File: src/rtl/shadow_route_pkg.sv
package shadow_route_pkg;
  localparam int NUM_ATTR       = 7;
  localparam int IDX_W          = $clog2(NUM_ATTR);
  localparam logic [7:0] FIRST_OFF = 8'h59;
  localparam logic [7:0] LAST_OFF  = FIRST_OFF + 8'(NUM_ATTR - 1);
  localparam int SLICE_LSB      = 14;
  localparam int NUM_SPLIT      = 12;
  typedef logic [7:0] attr_byte_t;
endpackage

File: src/rtl/shadow_attr_store.sv
module shadow_attr_store
  import shadow_route_pkg::*;
(
  input  logic                            clk,
  input  logic                            rst_n,
  input  logic                            wr_valid,
  input  logic [7:0]                      wr_offset,
  input  logic [7:0]                      wr_data,
  output attr_byte_t [NUM_ATTR-1:0]       attr_q,
  output logic                            changed_q
);
  logic             hit;
  logic [IDX_W-1:0] idx;
  logic [7:0]       rel;

  assign hit = wr_valid && (wr_offset >= FIRST_OFF) && (wr_offset <= LAST_OFF);
  assign rel = wr_offset - FIRST_OFF;
  assign idx = rel[IDX_W-1:0];

  for (genvar g = 0; g < NUM_ATTR; g++) begin : g_byte
    always_ff @(posedge clk) begin
      if (!rst_n)
        attr_q[g] <= '0;
      else if (hit && (idx == IDX_W'(g)))
        attr_q[g] <= wr_data;
    end
  end

  always_ff @(posedge clk) begin
    if (!rst_n) changed_q <= 1'b0;
    else        changed_q <= hit;
  end

  // strobe follows each update
  p_strobe_after_write_r5: assert property (@(posedge clk) disable iff (!rst_n)
    hit |=> changed_q);
  p_strobe_quiet_r5: assert property (@(posedge clk) disable iff (!rst_n)
    !hit |=> !changed_q);
  // no update, no change of stored bytes
  p_hold_on_miss_r6: assert property (@(posedge clk) disable iff (!rst_n)
    !hit |=> $stable(attr_q));
  // whole byte replaced
  p_byte_replaced_r4: assert property (@(posedge clk) disable iff (!rst_n)
    hit |=> attr_q[$past(idx)] == $past(wr_data));
endmodule

File: src/rtl/shadow_slice_lookup.sv
module shadow_slice_lookup
  import shadow_route_pkg::*;
#(
  parameter int ADDR_W = 32
) (
  input  logic [ADDR_W-1:0]           addr,
  input  attr_byte_t [NUM_ATTR-1:0]   attr,
  output logic                        rd_en,
  output logic                        wr_en,
  output logic                        outside
);
  localparam int WIN_TOP = 20;
  logic [3:0] slice;
  logic       in_win;
  attr_byte_t sel;
  logic       hi_nib;

  assign slice = addr[SLICE_LSB+3:SLICE_LSB];

  if (ADDR_W > WIN_TOP) begin : g_wide
    assign in_win = (addr[ADDR_W-1:WIN_TOP] == '0) && (addr[19:18] == 2'b11);
  end else begin : g_narrow
    assign in_win = (addr[19:18] == 2'b11);
  end

  always_comb begin
    if (slice >= 4'(NUM_SPLIT)) begin
      sel    = attr[0];
      hi_nib = 1'b1;
    end else begin
      sel    = attr[1 + int'(slice[3:1])];
      hi_nib = slice[0];
    end
  end

  assign rd_en   = in_win && (hi_nib ? sel[4] : sel[0]);
  assign wr_en   = in_win && (hi_nib ? sel[5] : sel[1]);
  assign outside = !in_win;
endmodule

File: src/rtl/shadow_route_decoder.sv
module shadow_route_decoder
  import shadow_route_pkg::*;
#(
  parameter int ADDR_W = 32
) (
  input  logic              clk,
  input  logic              rst_n,
  input  logic              cfg_valid,
  output logic              cfg_ready,
  input  logic [7:0]        cfg_offset,
  input  logic [7:0]        cfg_data,
  input  logic [ADDR_W-1:0] mem_addr,
  output logic              rd_to_dram,
  output logic              wr_to_dram,
  output logic              addr_outside,
  output logic              map_changed
);
  attr_byte_t [NUM_ATTR-1:0] attr;

  assign cfg_ready = 1'b1;

  shadow_attr_store u_store (
    .clk       (clk),
    .rst_n     (rst_n),
    .wr_valid  (cfg_valid && cfg_ready),
    .wr_offset (cfg_offset),
    .wr_data   (cfg_data),
    .attr_q    (attr),
    .changed_q (map_changed)
  );

  shadow_slice_lookup #(.ADDR_W(ADDR_W)) u_lookup (
    .addr    (mem_addr),
    .attr    (attr),
    .rd_en   (rd_to_dram),
    .wr_en   (wr_to_dram),
    .outside (addr_outside)
  );

  // outside the window nothing is routed to DRAM
  p_outside_no_dram_r7: assert property (@(posedge clk) disable iff (!rst_n)
    addr_outside |-> (!rd_to_dram && !wr_to_dram));
  // the port never stalls
  p_ready_with_valid_r9: assert property (@(posedge clk) disable iff (!rst_n)
    cfg_valid |-> cfg_ready);
endmodule

File: config.mk
export PLATFORM = sky130hd
export DESIGN_NAME = shadow_route_decoder
export DESIGN_NICKNAME = d
export VERILOG_FILES = /design/src/rtl/shadow_route_pkg.sv /design/src/rtl/shadow_attr_store.sv /design/src/rtl/shadow_slice_lookup.sv /design/src/rtl/shadow_route_decoder.sv
export SDC_FILE = /design/constraint.sdc
export NUM_CORES = 1
export LEC_CHECK = 0
export BUFFER_PORTS_ARGS = -buffer_cell sky130_fd_sc_hd__buf_4
export CAP_MARGIN = 40
export CORE_MARGIN = 5
export CORE_UTILIZATION = 40
export CTS_CLUSTER_SIZE = 16
export DETAILED_ROUTE_END_ITERATION = 8
export PLACE_DENSITY = 0.68
export RECOVER_POWER = 50
export REMOVE_ABC_BUFFERS = 1
export SKIP_CTS_REPAIR_TIMING = 1
export SLEW_MARGIN = 20
export SYNTH_ARGS = -nofsm -noshare
export SYNTH_HDL_FRONTEND = slang
export SYNTH_SLANG_ARGS = --single-unit
File: constraint.sdc
create_clock -name clk -period 2.9 [get_ports clk]
set_clock_uncertainty 0.15 [all_clocks]
set_input_delay 0.58 -clock clk [delete_from_list [all_inputs] [get_ports clk]]
set_output_delay 0.58 -clock clk [all_outputs]
set_load 0.02 [all_outputs]
==> flow_summary.toml <==
[floorplan]
core_area_mm2 = 0.00374
pin_count = 56
start_util_pct = 42.3
die_h_um = 72.9
num_rows = 22
dieArea_mm2 = 0.00532
die_x_um = 72.9

[cells_and_area]
final_cells = 242
mostFrequentLayoutCell = "buf_4"
seqCellArea_um2 = 581
nets = 247
drive_above_1_share_pct = 29.9
n_antenna_cell = 0
final_cell_mix = "37 x buf_4, 29 x dfxtp_1, 25 x nor2_1"
multi_input_area_um2 = 947
synthToLayoutAreaGrowth_pct = 24.4
n_fill_cell = 346
final_util_pct = 52.6

[detailed_routing]
ant_nets = 0
firstDrtPassIters = 4
vias = 1360
wire_per_inst_um = 16.2
drt-total-wl_um = 3910
drc_errors = 0
drt-initial-drc-count = 83
via_per_inst = 5.62

[job]
maxCapViolCount = 0

[setup_path]
critical_path_class = "in2out"
worstPathCellList = "buf_4, ha_4, mux2_2, a221o_2, o211ai_1, a31oi_1, buf_4"
worst-path-buf-inv = 2
critPathCaptureType = "output pin"
cp_slowest_cell = "mux2_2"
crit_required_ns = 2.17
cp-start-kind = "primary input"
crit_family = "compound AO/OA/AOI/OAI gates"
path_max_fanout = 8
critPathArrivalTime_ns = 2.11
cp_common_cell = "buf_4"
cp_slowest_stage_delay_ns = 0.36

[grt]
grt-ovfl-total = 0
grt_max_degree = 29
grt_pass1_vias = 1392
track_usage_pct = 16.1
grt_pass1_wl_um = 6510
antenna_found_initial = 0

[sta]
fin_crit_sh_pct = 98.0
min_period_ns = 2.84
finalHoldViolations = 0
finalWorstSetupSlack_ns = 0.0578
tightest_slew_ns = 0.503
slew_viol_final = 0
max_freq_ghz = 0.352
grt_setup_unrepaired = "false"
fin_setup_tns_ns = 0
relSlewSlack_pct = 66.3
fin_hold_ws_ns = 0.327
setup_viol = 0

[clocking]
clk_path_buf_depth = 2
clk_pin_slew_ns = 0.05
cts_made_buffers = 5
clk_latency_ns = 0.27
htree_levels = 2
cts_num_sinks = 29
root_buffer = "clkbuf_8"
cts_tree = "built"

[yosys]
yosysWarnings = 0
yosysTopAreaCell = "dfxtp_1"
ys_ff_latch = 29
synthTopCellsByArea = "dfxtp_1 37%, mux2i_1 13%, nor2_1 5.9%"
synth_top_family_by_area = "simple AND/OR/NAND/NOR gates"
yosys.area.top_type_share_pct = 36.7
synth_cell_types = 38
synth_compound_area_share_pct = 9.64
synth_area_mm2 = 0.00158
yosysSeqAreaShare_pct = 36.7
synth-xor-area-share_pct = 2.29
synthAdderAreaFrac_pct = 1.58
yosys.area_share.simple_pct = 23.8
netlist_instances = 155
muxShareOfSynthArea_pct = 21.9
synth.avg_cell_area_um2 = 10.2

[place]
io_buffers = 36
place_ws_ns = -0.158
post-dp-hpwl_um = 3040
place_congestion = 0.786
placed_cells = 235

[pwr]
vdd_drop_max_uv = 310
p_leak_nw = 0.848
p_per_area_mw_per_mm2 = 430

[status]
status = "finished, final reports clean"

[worst_hold_path]
hold_class = "reg2reg"
## synthesized netlist by cell type (all sizes together)
cell type and instances:
a31oi 2, and2b 1, nor2b 1, o211ai 2, nor2 25, conb 1, and2 1, mux2i 20
or3 3, ha 2, xor2 1, nand4b 2, and4 1, xnor2 1, nand3 10, a221o 2
nor4b 5, a221oi 2, buf 6, mux4 4, inv 2, mux2 4, nand4 4, nand2 2
clkbuf 2, o21ai 8, a21oi 9, dfxtp 29, nand2b 1, and4b 1, nor4 1
## state kept, by name (all words and copies together) (netlist names)
name,flops
u_store.attr_q,28
u_store.changed_q,1
## cells by family after synthesis
family,Yosys count
buffers and inverters,10
XOR/XNOR,2
adder cells (fa/ha/maj),2
multiplexers,28
other,1
AND/OR/NAND/NOR,58
flip-flops,29
AO/OA/AOI/OAI,25
## worst register-to-register path: cells and delay by family, from the launching register on
| family | cells | cell delay [ns] |
|---|---|---|
| flops | 1 | 0.38 |
| compound gates | 2 | 0.25 |
## power by group
group          leakage (nW)  total (mW)  switching, mW  internal (mW)
sequential            0.233       0.399       0.000268          0.399
combinational         0.570       0.123         0.0617         0.0615
clock                0.0443       0.324          0.137          0.188
total                 0.848       0.847          0.199          0.648
## stage by stage
step           cell area [um2]  total power [mW]
2_1_floorplan             1530             0.460
3_3_place_gp              1890             0.525
3_5_place_dp              1890             0.528
4_1_cts                   1980             0.851
5_1_grt                   1970             0.891
6_report                  1970             0.847
## final cells by class
| type | instances | share of cell area [%] |
|---|---|---|
| Clock buffer | 7 | 4.38 |
| Inverter | 2 | 0.381 |
| Multi-Input combinational cell | 116 | 48.1 |
| Sequential cell | 29 | 29.5 |
| Tap cell | 48 | 3.05 |
| Timing Repair Buffer | 40 | 14.7 |
## final timing paths
kind	end	cells past startpoint	slack [ns]	startpoint
worst max-delay path	rd_to_dram	7	0.06	mem_addr[15]
worst min-delay path	u_store.attr_q[37]	2	0.33	u_store.attr_q[37]
worst max register to register	u_store.attr_q[5]	2	2.05	u_store.attr_q[5]
worst min register to register	u_store.attr_q[37]	2	0.33	u_store.attr_q[37]
## per-layer routing
layer / GRT usage, % / wire length [um]
met1: 19.6 / 1610
met2: 25.5 / 1860
met3: 5.37 / 342
met4: 7.38 / 101
met5: 0 / 0
Power figures use the tool's default switching activity.
